<file path="src/rtl/rtc_hms_pkg.sv">
package rtc_hms_pkg;

    localparam int DATA_W   = 8;
    localparam int ADDR_W   = 3;
    localparam int N_FIELDS = 3;

    localparam logic [DATA_W-1:0] SEC_LAST = 8'd59;
    localparam logic [DATA_W-1:0] MIN_LAST = 8'd59;
    localparam logic [DATA_W-1:0] HR_LAST  = 8'd23;

    // packed so that bits [7:0] are seconds, matching field index 0
    typedef struct packed {
        logic [DATA_W-1:0] hr;
        logic [DATA_W-1:0] mn;
        logic [DATA_W-1:0] sc;
    } hms_t;

    typedef logic [N_FIELDS-1:0][DATA_W-1:0] field_vec_t;

    typedef enum logic [ADDR_W-1:0] {
        RA_SEC     = 3'd0,
        RA_SEC_ALM = 3'd1,
        RA_MIN     = 3'd2,
        RA_MIN_ALM = 3'd3,
        RA_HR      = 3'd4,
        RA_HR_ALM  = 3'd5,
        RA_CTRL    = 3'd6
    } reg_addr_e;

    localparam int CTRL_HOLD_BIT = 0;
    localparam int CTRL_BUSY_BIT = 7;

    function automatic hms_t hms_step(input hms_t t);
        hms_t r;
        r = t;
        if (t.sc >= SEC_LAST) begin
            r.sc = '0;
            if (t.mn >= MIN_LAST) begin
                r.mn = '0;
                if (t.hr >= HR_LAST) r.hr = '0;
                else                 r.hr = t.hr + 8'd1;
            end else begin
                r.mn = t.mn + 8'd1;
            end
        end else begin
            r.sc = t.sc + 8'd1;
        end
        return r;
    endfunction

    function automatic logic is_wild(input logic [DATA_W-1:0] a);
        return (a[DATA_W-1] & a[DATA_W-2]);
    endfunction

    function automatic logic field_hit(input logic [DATA_W-1:0] a,
                                       input logic [DATA_W-1:0] v);
        return is_wild(a) || (a == v);
    endfunction

endpackage

</file>
<file path="src/rtl/rtc_upd_seq.sv">
module rtc_upd_seq #(
    parameter int LEAD_CYC = 8
) (
    input  logic clk,
    input  logic rst,
    input  logic tick_i,
    output logic busy_o,
    output logic step_o
);
    localparam int CW = (LEAD_CYC > 2) ? $clog2(LEAD_CYC) : 1;
    localparam logic [CW-1:0] LAST = CW'(LEAD_CYC - 1);

    logic          busy_q;
    logic [CW-1:0] cnt_q;

    assign busy_o = busy_q;
    assign step_o = busy_q && (cnt_q == LAST);

    always_ff @(posedge clk) begin
        if (rst) begin
            busy_q <= 1'b0;
            cnt_q  <= '0;
        end else if (!busy_q) begin
            if (tick_i) begin
                busy_q <= 1'b1;
                cnt_q  <= '0;
            end
        end else if (cnt_q == LAST) begin
            busy_q <= 1'b0;
            cnt_q  <= '0;
        end else begin
            cnt_q <= cnt_q + 1'b1;
        end
    end

    AST_BUSY_SPAN: assert property (@(posedge clk) disable iff (rst)
        $rose(busy_q) |=> busy_q);
    AST_TICK_STARTS: assert property (@(posedge clk) disable iff (rst)
        (!busy_q && tick_i) |=> busy_q);

endmodule

</file>
<file path="src/rtl/rtc_time_core.sv">
module rtc_time_core
    import rtc_hms_pkg::*;
(
    input  logic clk,
    input  logic rst,
    input  logic step_i,
    input  logic load_i,
    input  hms_t load_val_i,
    output hms_t cur_o,
    output hms_t nxt_o
);
    hms_t cur_q;

    assign cur_o = cur_q;
    assign nxt_o = hms_step(cur_q);

    always_ff @(posedge clk) begin
        if (rst)         cur_q <= '0;
        else if (load_i) cur_q <= load_val_i;
        else if (step_i) cur_q <= nxt_o;
    end

    AST_LOAD_TAKES: assert property (@(posedge clk) disable iff (rst)
        load_i |=> (cur_o == $past(load_val_i)));
    AST_STEP_MOVES: assert property (@(posedge clk) disable iff (rst)
        (step_i && !load_i) |=> (cur_o != $past(cur_o)));
    AST_IDLE_HOLDS: assert property (@(posedge clk) disable iff (rst)
        (!step_i && !load_i) |=> $stable(cur_o));

endmodule

</file>
<file path="src/rtl/rtc_alarm_cmp.sv">
module rtc_alarm_cmp
    import rtc_hms_pkg::*;
#(
    parameter int NF = N_FIELDS
) (
    input  logic [NF-1:0][DATA_W-1:0] time_i,
    input  logic [NF-1:0][DATA_W-1:0] alm_i,
    output logic                      hit_o
);
    logic [NF-1:0] fld_hit;

    for (genvar g = 0; g < NF; g++) begin : g_fld
        assign fld_hit[g] = field_hit(alm_i[g], time_i[g]);
    end

    assign hit_o = &fld_hit;

endmodule

</file>
<file path="src/rtl/rtc_hms_update.sv">
module rtc_hms_update
    import rtc_hms_pkg::*;
#(
    parameter int LEAD_CYC = 8
) (
    input  logic              clk,
    input  logic              rst,
    input  logic              tick_i,
    input  logic [ADDR_W-1:0] addr_i,
    input  logic [DATA_W-1:0] wdata_i,
    input  logic              wr_i,
    output logic [DATA_W-1:0] rdata_o,
    output logic              update_end_o,
    output logic              alarm_o
);
    logic       busy;
    logic       step;
    logic       load;
    logic       hit;
    hms_t       int_cur;
    hms_t       int_nxt;
    hms_t       vis_q;
    field_vec_t alm_q;
    field_vec_t nxt_f;
    logic       hold_q;
    logic       end_q;
    logic       alm_pulse_q;

    rtc_upd_seq #(.LEAD_CYC(LEAD_CYC)) i_seq (
        .clk    (clk),
        .rst    (rst),
        .tick_i (tick_i),
        .busy_o (busy),
        .step_o (step)
    );

    assign load = wr_i && (addr_i == RA_CTRL) && !wdata_i[CTRL_HOLD_BIT] && hold_q;

    rtc_time_core i_core (
        .clk        (clk),
        .rst        (rst),
        .step_i     (step),
        .load_i     (load),
        .load_val_i (vis_q),
        .cur_o      (int_cur),
        .nxt_o      (int_nxt)
    );

    assign nxt_f = int_nxt;

    rtc_alarm_cmp #(.NF(N_FIELDS)) i_alm (
        .time_i (nxt_f),
        .alm_i  (alm_q),
        .hit_o  (hit)
    );

    always_ff @(posedge clk) begin
        if (rst) begin
            vis_q       <= '0;
            alm_q       <= '0;
            hold_q      <= 1'b0;
            end_q       <= 1'b0;
            alm_pulse_q <= 1'b0;
        end else begin
            end_q       <= step;
            alm_pulse_q <= step && !load && hit;
            if (step && !hold_q) vis_q <= int_nxt;
            if (wr_i) begin
                unique case (addr_i)
                    RA_SEC:     vis_q.sc <= wdata_i;
                    RA_MIN:     vis_q.mn <= wdata_i;
                    RA_HR:      vis_q.hr <= wdata_i;
                    RA_SEC_ALM: alm_q[0] <= wdata_i;
                    RA_MIN_ALM: alm_q[1] <= wdata_i;
                    RA_HR_ALM:  alm_q[2] <= wdata_i;
                    RA_CTRL:    hold_q   <= wdata_i[CTRL_HOLD_BIT];
                    default:    ;
                endcase
            end
        end
    end

    always_comb begin
        rdata_o = '0;
        unique case (addr_i)
            RA_SEC:     rdata_o = vis_q.sc;
            RA_MIN:     rdata_o = vis_q.mn;
            RA_HR:      rdata_o = vis_q.hr;
            RA_SEC_ALM: rdata_o = alm_q[0];
            RA_MIN_ALM: rdata_o = alm_q[1];
            RA_HR_ALM:  rdata_o = alm_q[2];
            RA_CTRL: begin
                rdata_o[CTRL_BUSY_BIT] = busy;
                rdata_o[CTRL_HOLD_BIT] = hold_q;
            end
            default:    rdata_o = '0;
        endcase
    end

    assign update_end_o = end_q;
    assign alarm_o      = alm_pulse_q;

    AST_END_SINGLE: assert property (@(posedge clk) disable iff (rst)
        update_end_o |=> !update_end_o);
    AST_IDLE_NO_END: assert property (@(posedge clk) disable iff (rst)
        !busy |=> !update_end_o);
    AST_ALARM_WITH_END: assert property (@(posedge clk) disable iff (rst)
        alarm_o |-> update_end_o);
    AST_HOLD_FREEZES: assert property (@(posedge clk) disable iff (rst)
        (hold_q && !wr_i) |=> $stable(vis_q));
    AST_VIS_TRACKS: assert property (@(posedge clk) disable iff (rst)
        (step && !hold_q && !wr_i) |=> (vis_q == int_cur));

endmodule

</file>
<file path="config.mk">
export PLATFORM = sky130hd
export DESIGN_NAME = rtc_hms_update
export DESIGN_NICKNAME = d
export VERILOG_FILES = /design/src/rtl/rtc_hms_pkg.sv /design/src/rtl/rtc_upd_seq.sv /design/src/rtl/rtc_time_core.sv /design/src/rtl/rtc_alarm_cmp.sv /design/src/rtl/rtc_hms_update.sv
export SDC_FILE = /design/constraint.sdc
export NUM_CORES = 1
export LEC_CHECK = 0
export ABC_CLOCK_PERIOD_IN_PS = 4600
export CORE_ASPECT_RATIO = 0.7
export CORE_MARGIN = 2
export CORE_UTILIZATION = 64
export CTS_CLUSTER_SIZE = 16
export DETAILED_ROUTE_END_ITERATION = 7
export PLACE_DENSITY = 0.89
export SYNTH_ARGS = -nofsm -noshare
export SYNTH_HDL_FRONTEND = slang
export SYNTH_SLANG_ARGS = --single-unit
</file>
<file path="constraint.sdc">
create_clock -name clk -period 4.6 [get_ports clk]
set_input_delay 0.92 -clock clk [delete_from_list [all_inputs] [get_ports clk]]
set_output_delay 0.92 -clock clk [all_outputs]
set_load 0.02 [all_outputs]
</file>
==> reports/metrics.cfg, run 1 <==
[run_status]
status=complete, no violations

[worst_hold_path]
hold_depth=2
hold_path_class=reg2reg

[global_route]
antenna_found_initial=0
grt_pass1_wl_um=22700
grt_max_degree=78
overflow=0
grt_pass1_vias=4256
grt_usage_pct=38.0

[clock_tree]
cts_resized=0
cts_root_buffer=clkbuf_8
cts-buffers-inserted=9
clock_latency_ns=0.35
clk_pin_slew_ns=0.07
cts_hold_buf=0
cts_tree=done
clk_path_buf_depth=2
clock-sinks=79
post_cts_buffers=0
htree_levels=3

[placement]
hpwlAfterDp_um=10500
placed_cell_area_um2=4870
portBuffers=24
gp_congestion=0.981
dp_cells=683

[floorplanning]
die-width_um=106
die_y_um=75.2
design.core.area_um2=6880
start_util_pct=67.4
io-pin-count=25
die_area_um2=7950
rows=25

[timing]
report.final.slew_viol_count=0
post-route-min-period_ns=4.03
fmax_ghz=0.248
hold_viol=0
worstMarginPinSlew_ns=0.976
setup-tns-final_ns=0
fin_worst_skew_ns=0.00665
period_share_pct=87.6
relSlewSlack_pct=34.9
final-setup-viol-count=0
rsz0062_at_grt=false
whs_ns=0.504

[cells_and_area]
final_cell_area_um2=5120
stdcell_count=699
syn_to_final_growth_pct=10.3
antenna_cells=0
fin_nets=620
drive_above_1_share_pct=9.42

[critical_path]
crit_cells=7
critPathTopFamily=buffers and inverters
slowest_delay_ns=0.68
critPathSlowestCell=clkdlybuf4s50_1
rrSetupSlack_ns=1.79
r2r_cells=8
crit_arrival_ns=3.11
critPathRequiredTime_ns=3.68
endpoint_kind=primary output
cp_num_buf_inv=3
crit_chain=clkdlybuf4s50_1 > buf_4 > nand2b_1 > nor2_1 > nand2_1 > o221ai_1 > clkdlybuf4s50_1
cp_common_cell=clkdlybuf4s50_1
worstSetupPathType=in2out
start_kind=primary input
path_max_fanout=11

[logic_synthesis]
synth.area.mux_share_pct=6.42
synth_top_family_by_area=compound AO/OA/AOI/OAI gates
ys_seq_elements=79
avgSynthCellArea_um2=7.81
synth_ff_type=dfxtp_1
synth_top_area_share_pct=34.1
yosys.area_share.adder_pct=1.35
synth_edf_count=0
synth_area_leaders=dfxtp_1 (34%), nand2_1 (7.9%), nor2_1 (7.8%)
ys.warnings.count=0
netlist_top_cells_count=nand2_1 (98), nor2_1 (96), dfxtp_1 (79)
synthArstFlopShare_pct=0
netlist_area_um2=4640
synth_fp_nets=614
synth_cell_types=68
yosysMostFrequentCell=nand2_1
synth.largest_area_cell=dfxtp_1
yosysSeqAreaShare_pct=34.1
synth_cells=594
synth-xor-area-share_pct=3.40
synth-simple-area-share_pct=24.6
synth_compound_gate_area_share_pct=25.5

[drt]
ant_nets=0
vias=4740
viasPerCell=6.78
first_iter_violations=602
drt-total-wl_um=14900
drt_first_pass_iters=7
drc=0
wire_per_inst_um=21.3

[pwr]
max-vdd-ir-drop_uv=210
powerDensity_nw_per_um2=283
leakagePower_nw=1.78

[flow_run]
maxCapViolCount=0

[report_power, final]
| part | switching (W) | leakage (nW) | total, W | internal, W |
|---|---|---|---|---|
| Clock | 0.000252 | 0.123 | 0.000618 | 0.000366 |
| Sequential | 0.0000184 | 0.639 | 0.000714 | 0.000696 |
| Combinational | 0.0000699 | 1.02 | 0.000114 | 0.0000441 |
[worst register-to-register path, stage by stage, from the launching register on]
cell	delay, ns
dfxtp_1	0.38
ha_1	0.30
o2111ai_2	0.40
nand2_2	0.27
o31ai_1	0.33
o21ai_0	0.20
nor4_1	0.39
a22oi_1	0.20
a2111oi_2	0.24
[cell type report]
class / count / area [um2]
clock buffers: 14 / 183
clock inverters: 2 / 60.1
fillers: 533 / 1770
inverters: 6 / 22.5
multi-input cells: 471 / 2850
flip-flops and latches: 79 / 1580
well taps: 94 / 118
repair buffers: 33 / 303
[flip-flops by register name, indices dropped and copies added (netlist names)]
name / flops
i_seq.cnt_q: 3
hold_q: 1
vis_q: 24
i_core.cur_o: 24
update_end_o: 1
alarm_o: 1
alm_q: 24
i_seq.busy_o: 1
[cells by family after synthesis]
family | after synthesis
and+or+nand+nor | 264
xor gates and xnor gates | 18
DFF | 79
muxes | 22
AOI/OAI and AO/OA | 162
buffers and inverters | 44
adders and majority gates | 5
[layer usage]
metal | track usage [%] | part of all wire [%] | vias up | routed length [um]
met2 | 57.7 | 42 | 351 | 6270
met3 | 10.4 | 15 | 38 | 2280
met5 | 2.38 | 0 | - | 0
li1 | - | - | 2154 | -
met4 | 10.4 | 2.0 | 0 | 300
met1 | 53.7 | 40 | 2197 | 6010
[path summary, 6_finish.rpt]
path                         from         end
setup reg to reg  i_core.cur_o[0]     alarm_o
setup / recovery        addr_i[1]  rdata_o[3]
hold / removal          alm_q[11]   alm_q[11]
hold reg to reg         alm_q[11]   alm_q[11]
[through the flow]
step                power, W  worst slack (ns)  utilization, %
global placement    0.000836             0.619            70.8
CTS                  0.00144             0.590            74.3
global route         0.00148             0.460            74.3
finish               0.00145             0.572            74.3
detailed placement  0.000839             0.600            70.8
floorplan           0.000791              1.51               -
[placed cells by master, fill, tap and decap left out, types with 3 or more instances in the layout]
cell,instances
nand2_1,98
nor2b_1,7
a211oi_1,24
clkbuf_8,13
xor2_1,9
mux4_2,5
and3_1,4
nor3b_1,3
a21oi_1,57
dfxtp_1,79
o32ai_1,3
buf_4,9
nand3_1,21
mux2i_1,14
xnor2_1,9
o21ai_0,10
o22ai_1,4
nand2b_1,7
nor2_1,96
a31oi_1,9
o311ai_0,3
inv_1,6
o21a_1,3
a311oi_1,15
ha_1,5
a22oi_1,4
nor3_1,12
clkdlybuf4s50_1,23
(Power assumes the default switching activity.)
==> inputs of run 2 (changes only) <==
--- a/config.mk
+++ b/config.mk
@@ -12,6 +12,7 @@
 export CTS_CLUSTER_SIZE = 16
 export DETAILED_ROUTE_END_ITERATION = 7
 export PLACE_DENSITY = 0.89
+export SLEW_MARGIN = 15
 export SYNTH_ARGS = -nofsm -noshare
 export SYNTH_HDL_FRONTEND = slang
 export SYNTH_SLANG_ARGS = --single-unit
==> results of run 2 <==
Final layout, timing and power as in run 1 (identical DEF).
